## src/rtl/modebank_pkg.sv

```systemverilog
package modebank_pkg;
   typedef enum logic [1:0] {
      MODE_USER = 2'd0,
      MODE_SYS  = 2'd1,
      MODE_IRQ  = 2'd2
   } mode_t;
   localparam int NUM_MODES = 3;
endpackage

```

## src/rtl/mb_reg_bank.sv

```systemverilog
module mb_reg_bank #(
   parameter int DATA_W  = 16,
   parameter int REG_CNT = 8,
   localparam int AW     = $clog2(REG_CNT)
) (
   input  logic              clk,
   input  logic              rst_n,
   input  logic              we,
   input  logic [AW-1:0]     waddr,
   input  logic [DATA_W-1:0] wdata,
   input  logic [AW-1:0]     raddr,
   output logic [DATA_W-1:0] rdata
);
   logic [REG_CNT-1:0][DATA_W-1:0] regs;

   always_ff @(posedge clk or negedge rst_n) begin
      if (!rst_n)  regs <= '0;
      else if (we) regs[waddr] <= wdata;
   end

   assign rdata = regs[raddr];

   // a bank that is not written holds every register
   p_bank_hold_r3: assert property (@(posedge clk) disable iff (!rst_n)
      !we |=> $stable(regs));
   // a write lands at the addressed register
   p_bank_write_r2: assert property (@(posedge clk) disable iff (!rst_n)
      we |=> regs[$past(waddr)] == $past(wdata));
endmodule

```

## src/rtl/mb_irq_latch.sv

```systemverilog
module mb_irq_latch #(
   parameter int IRQ_LINES = 4
) (
   input  logic                 clk,
   input  logic                 rst_n,
   input  logic [IRQ_LINES-1:0] irq_lines,
   input  logic                 accept_ok,
   output logic                 irq_take,
   output logic [IRQ_LINES-1:0] irq_ack
);
   logic [IRQ_LINES-1:0] pend, req, grant;

   assign req      = pend | irq_lines;
   assign irq_take = accept_ok && (req != '0);
   assign grant    = irq_take ? (req & (~req + IRQ_LINES'(1))) : '0;

   always_ff @(posedge clk or negedge rst_n) begin
      if (!rst_n) begin
         pend    <= '0;
         irq_ack <= '0;
      end else begin
         pend    <= req & ~grant;
         irq_ack <= grant;
      end
   end

   // acknowledge names at most one line
   p_ack_onehot_r5: assert property (@(posedge clk) disable iff (!rst_n)
      $onehot0(irq_ack));
   // nothing accepted while acceptance is closed
   p_no_accept_r6: assert property (@(posedge clk) disable iff (!rst_n)
      !accept_ok |=> irq_ack == '0);
   // accepted line was requesting and no lower line was
   p_lowest_wins_r9: assert property (@(posedge clk) disable iff (!rst_n)
      (irq_ack != '0) |-> ((($past(req) & (irq_ack - IRQ_LINES'(1))) == '0)
                           && (($past(req) & irq_ack) != '0)));
endmodule

```

## src/rtl/mb_mode_fsm.sv

```systemverilog
module mb_mode_fsm
   import modebank_pkg::*;
(
   input  logic  clk,
   input  logic  rst_n,
   input  logic  trap_req,
   input  logic  ret_strobe,
   input  logic  irq_take,
   output mode_t mode
);
   mode_t saved;
   logic  trap_pend;

   always_ff @(posedge clk or negedge rst_n) begin
      if (!rst_n) begin
         mode      <= MODE_SYS;
         saved     <= MODE_USER;
         trap_pend <= 1'b0;
      end else if (irq_take) begin
         mode  <= MODE_IRQ;
         saved <= mode;
         if (mode == MODE_USER && trap_req) trap_pend <= 1'b1;
      end else begin
         case (mode)
            MODE_USER: if (trap_req || trap_pend) begin
               mode      <= MODE_SYS;
               trap_pend <= 1'b0;
            end
            MODE_SYS:  if (ret_strobe) mode <= MODE_USER;
            MODE_IRQ:  if (ret_strobe) mode <= saved;
            default:   mode <= MODE_SYS;
         endcase
      end
   end

   // only the three defined levels occur
   p_mode_legal_r1: assert property (@(posedge clk) disable iff (!rst_n)
      mode != 2'd3);
   // interrupt level is left only by a return
   p_irq_hold_r6: assert property (@(posedge clk) disable iff (!rst_n)
      (mode == MODE_IRQ && !ret_strobe) |=> mode == MODE_IRQ);
   // return from interrupt level leaves it
   p_irq_ret_r8: assert property (@(posedge clk) disable iff (!rst_n)
      (mode == MODE_IRQ && ret_strobe) |=> mode != MODE_IRQ);
   // a trap in user level enters system level
   p_trap_sys_r4: assert property (@(posedge clk) disable iff (!rst_n)
      (mode == MODE_USER && trap_req && !irq_take) |=> mode == MODE_SYS);
   // interrupt beats a coincident trap
   p_collide_r10: assert property (@(posedge clk) disable iff (!rst_n)
      (mode == MODE_USER && trap_req && irq_take) |=> mode == MODE_IRQ);
endmodule

```

## src/rtl/mode_bank_ctrl.sv

```systemverilog
module mode_bank_ctrl
   import modebank_pkg::*;
#(
   parameter int DATA_W    = 16,
   parameter int REG_CNT   = 8,
   parameter int IRQ_LINES = 4,
   localparam int AW       = $clog2(REG_CNT)
) (
   input  logic                 clk,
   input  logic                 rst_n,
   input  logic [AW-1:0]        rd_addr,
   output logic [DATA_W-1:0]    rd_data,
   input  logic                 wr_en,
   input  logic [AW-1:0]        wr_addr,
   input  logic [DATA_W-1:0]    wr_data,
   input  logic                 trap_req,
   input  logic [IRQ_LINES-1:0] irq_lines,
   input  logic                 ret_strobe,
   output logic [1:0]           cur_mode,
   output logic [IRQ_LINES-1:0] irq_ack
);
   if (DATA_W < 1) begin : g_bad_width
      $error("DATA_W must be at least 1");
   end
   if (REG_CNT < 2 || (REG_CNT & (REG_CNT - 1)) != 0) begin : g_bad_depth
      $error("REG_CNT must be a power of two, at least 2");
   end
   if (IRQ_LINES < 1) begin : g_bad_lines
      $error("IRQ_LINES must be at least 1");
   end

   mode_t             mode;
   logic              irq_take;
   logic [DATA_W-1:0] bank_rd [4];

   mb_mode_fsm u_fsm (
      .clk        (clk),
      .rst_n      (rst_n),
      .trap_req   (trap_req),
      .ret_strobe (ret_strobe),
      .irq_take   (irq_take),
      .mode       (mode)
   );

   mb_irq_latch #(.IRQ_LINES(IRQ_LINES)) u_irq (
      .clk       (clk),
      .rst_n     (rst_n),
      .irq_lines (irq_lines),
      .accept_ok (mode != MODE_IRQ),
      .irq_take  (irq_take),
      .irq_ack   (irq_ack)
   );

   for (genvar b = 0; b < NUM_MODES; b++) begin : g_bank
      mb_reg_bank #(.DATA_W(DATA_W), .REG_CNT(REG_CNT)) u_bank (
         .clk   (clk),
         .rst_n (rst_n),
         .we    (wr_en && (mode == mode_t'(b))),
         .waddr (wr_addr),
         .wdata (wr_data),
         .raddr (rd_addr),
         .rdata (bank_rd[b])
      );
   end
   for (genvar u = NUM_MODES; u < 4; u++) begin : g_unused
      assign bank_rd[u] = '0;
   end

   assign rd_data  = bank_rd[mode];
   assign cur_mode = mode;

   // an acknowledge coincides with interrupt level
   p_ack_in_irq_r5: assert property (@(posedge clk) disable iff (!rst_n)
      (irq_ack != '0) |-> cur_mode == 2'd2);
endmodule

```

## config.mk

```make
export PLATFORM = sky130hd
export DESIGN_NAME = mode_bank_ctrl
export DESIGN_NICKNAME = d
export VERILOG_FILES = /design/src/rtl/modebank_pkg.sv /design/src/rtl/mb_reg_bank.sv /design/src/rtl/mb_irq_latch.sv /design/src/rtl/mb_mode_fsm.sv /design/src/rtl/mode_bank_ctrl.sv
export SDC_FILE = /design/constraint.sdc
export NUM_CORES = 1
export LEC_CHECK = 0
export BUFFER_PORTS_ARGS = -buffer_cell sky130_fd_sc_hd__buf_2
export CAP_MARGIN = 20
export CORE_MARGIN = 2
export CORE_UTILIZATION = 45
export CTS_BUF_LIST = sky130_fd_sc_hd__clkbuf_8
export DETAILED_ROUTE_END_ITERATION = 10
export SLEW_MARGIN = 20
export SYNTH_ARGS = -nofsm -noshare
export SYNTH_HDL_FRONTEND = slang
export SYNTH_SLANG_ARGS = --single-unit
```

## constraint.sdc

```tcl
create_clock -name clk -period 2 [get_ports clk]
set_input_delay 0.4 -clock clk [delete_from_list [all_inputs] [get_ports clk]]
set_output_delay 0.4 -clock clk [all_outputs]
set_load 0.02 [all_outputs]
```

==> run_results.csv <==
group,metric,value,unit
status,status,"finished with violations",
status,violations,"setup timing",
sta,maxSlewHeadroom,53.1,%
grt,grt_pass1_wl,72.0,mm
synth,avgSynthCellArea,15.3,um^2
route,drc,0,
setup_path,crit_type,"flip-flop to output pin",
layout,final_nets,1366,
die,initial_utilization,45.6,%
grt,grt_pass1_vias,11600,
layout,drive_above_1_share,59.8,%
die,core-area,0.0396,mm^2
power_and_ir_drop,p_leak,10.2,nW
sta,period_share,133,%
route,vias,10800,
die,rows,73,
route,routedWlPerCell,24.5,um
power_and_ir_drop,fin_total_pwr,0.0226,W
synth,yosysWarnings,0,
setup_path,cp-start-kind,"flip-flop",
synth,synth_area_leaders,"dfrtp_1 55%, mux2_2 24%, mux4_2 8.0%, mux2i_1 3.5%, a221oi_1 1.6%",
grt,use_met3,3.91,%
cts,cts_made_buffers,70,
cts,htree_levels,3,
layout,final_cells,1905,
route,drt-total-wl,46.6,mm
sta,setup_violations,16,
route,antenna_left,0,
power_and_ir_drop,pwr_density_cell,1020,mW/mm^2
placement,dp.cells,1789,
cts,path_clk_slew,0.06,ns
sta,drv_slew,0,
synth,ys_ff_latch,397,
setup_path,r2r_setup_slack,0.01,ns
grt,gr-total-overflow,0,
sta,hold_viol_final,0,
synth,syn_nets,1212,
sta,setup_slack,-0.669,ns
sta,fin_skew,0.0268,ns
grt,grt_usage,23.1,%
cts,cts_tree,"yes",
setup_path,cpLargestDelayFamily,"flip-flops",
setup_path,r2r-end,"g_bank[2].u_bank.regs[6]",
route,drt_iter0_markers,537,
grt,use_met1,33.5,%
setup_path,slowest_stage,"dfstp_2",
die,die_y,204,um
synth,ys_types,37,
placement,dpl.hpwl,29.6,mm
synth,synth_cells,1181,
die,die_x,204,um
sta,post-route-min-period,2.67,ns
layout,antenna_cells,0,
synth,synth_area_leader_cell,"dfrtp_1",
grt,met2_usage,36.0,%
die,ios,53,
route,firstDrtPassIters,5,
setup_path,critPathBufInv,1,
setup_path,path_max_fanout,7,
run,drv_cap,0,
grt,grt_max_degree,69,
setup_path,cp.arrival,2.27,ns
hold_path,hold_class,"input pin to flip-flop",
synth,synth_top_area_share,54.9,%
hold_path,hold_end,"u_irq.irq_ack[3]",
setup_path,cp-end-kind,"output pin",
setup_path,reg2reg_depth,8,
hold_path,hp-start,"irq_lines[3]",
synth,synth_seq_area_share,55.0,%
sta,grt_setup_unrepaired,"true",
cts,cts_buffer_depth,3,
layout,area_growth,22.2,%
placement,pre_cts_ws,-0.597,ns
cts,cts-root-buf,"clkbuf_8",
placement,place.gp.congestion,0.771,
setup_path,reg2reg_from,"u_fsm.mode[0]",
cts,clock_sink_count,397,
setup_path,slowest_delay,0.63,ns
placement,io_buffers,52,
cts,clk_latency,0.63,ns
grt,top_usage_layer,"met2",
setup_path,cp.required,1.60,ns
sta,fmax,375,MHz
sta,tightest_slew,0.702,ns
power_and_ir_drop,ir_worst_vdd,0.392,mV
sta,hold_slack,0.0756,ns
setup_path,path_cells,"and2b_1 > and2_4 > a22oi_2 > nand3_2 > buf_6",
route,via_per_inst,5.69,
synth,syn_area,0.0181,mm^2
grt,antenna_found_initial,0,
hold_path,hold_depth,3,
die,dieArea,0.0418,mm^2
layout,post-route-util,55.7,%
==> worst reg2reg max path, delay by kind of cell, from the launching register on <==
kind                   cells  cell delay (ns)
buffers and inverters      4             0.52
flip-flops                 1             0.63
multiplexers               1             0.35
AND/OR/NAND/NOR            3             0.36
==> layer usage <==
layer / up-vias / routed length [um] / part of all wire, %
li1: 4752 / - / -
met5: - / 0 / 0
met3: 56 / 1770 / 3.8
met2: 191 / 21600 / 46
met4: 0 / 889 / 1.9
met1: 5836 / 22300 / 48
==> worst max path at each step <==
stage | startpoint | endpoint | slack (ns) | cells after the start
6_report | u_fsm.mode[0] | rd_data[6] | -0.67 | 5
5_1_grt | u_fsm.mode[0] | rd_data[6] | -0.72 | 5
4_1_cts | u_fsm.mode[0] | rd_data[6] | -0.69 | 5
3_5_place_dp | rd_addr[1] | rd_data[6] | -0.60 | 7
3_3_place_gp | rd_addr[1] | rd_data[7] | -0.59 | 7
2_1_floorplan | u_fsm.mode[0] | rd_data[0] | -0.007 | 7
==> layout make-up <==
cell class	count	area, um^2
clock inverters	34	200
clock buffers	83	1140
inverters	2	7.51
well taps	525	657
flip-flops and latches	397	9940
fillers	3221	17600
multi-input cells	689	8200
repair buffers	175	1920
==> placed cells by master, fill, tap and decap left out, types with 12 or more instances in the layout <==
cell type,n
mux2i_1,63
inv_1,26
mux2_4,18
clkbuf_8,84
buf_4,63
mux2_2,366
dfrtp_1,395
a221oi_2,26
nand3_2,16
o21ai_1,12
buf_12,40
a22oi_1,13
buf_6,29
a22oi_2,19
buf_2,34
mux4_2,64
==> synth_stat cells <==
cell,count
a21oi_1,8
a221oi_1,32
a22oi_1,32
and2_1,3
and2b_1,1
and3_1,1
and4_1,1
buf_1,7
buf_2,18
buf_4,13
buf_6,12
clkbuf_1,44
dfrtp_1,396
dfstp_2,1
inv_1,2
mux2_2,380
mux2_4,4
mux2i_1,64
mux4_2,64
nand2_1,6
nand2_2,8
nand2_4,4
nand2b_1,2
nand3_1,19
nand3b_1,3
nand4_1,1
nor2_1,12
nor2_2,13
nor2_4,2
nor2b_1,2
nor3_1,1
nor3_4,1
nor3b_1,1
nor3b_2,3
nor4_1,1
o21ai_0,18
or2_1,1
==> stage by stage <==
| step | TNS [ns] | instance area (um^2) |
|---|---|---|
| floorplan | -0.0341 | 18200 |
| global placement | -9.13 | 20000 |
| detailed placement | -9.82 | 20000 |
| CTS | -10.14 | 21700 |
| global route | -11.94 | 22100 |
| finish | -9.34 | 22100 |
==> repair_timing <==
item,4_1_cts,5_1_grt
hold buffers,2,0
setup endpoints to repair,48,120
buffers inserted,2,10
endpoints found under the hold margin,41,0
cloned,1,3
pin swaps,23,29
resized for setup,91,59
==> power by group <==
part	internal [W]	switching (W)	total, W
clock network	0.00400	0.00329	0.00729
registers	0.00961	0.000760	0.0104
logic	0.00275	0.00219	0.00493
==> sequential cells by signal, indices dropped and copies added (netlist names) <==
name	cells
u_irq.irq_ack	4
u_fsm.saved	2
u_fsm.mode	2
u_irq.pend	4
u_fsm.trap_pend	1
g_bank.u_bank.regs	384
==> kinds of logic (layout without fill, tap and decap cells) <==
| kind of cell | Yosys count | count (layout) | synth area share [%] |
|---|---|---|---|
| mux | 512 | 512 | 35.5 |
| simple gates | 86 | 87 | 2.96 |
| compound gates | 90 | 90 | 3.60 |
| flops | 397 | 397 | 55.0 |
| buf+inv | 96 | 294 | 2.89 |
Note: power is estimated with default switching activity, not from simulation.
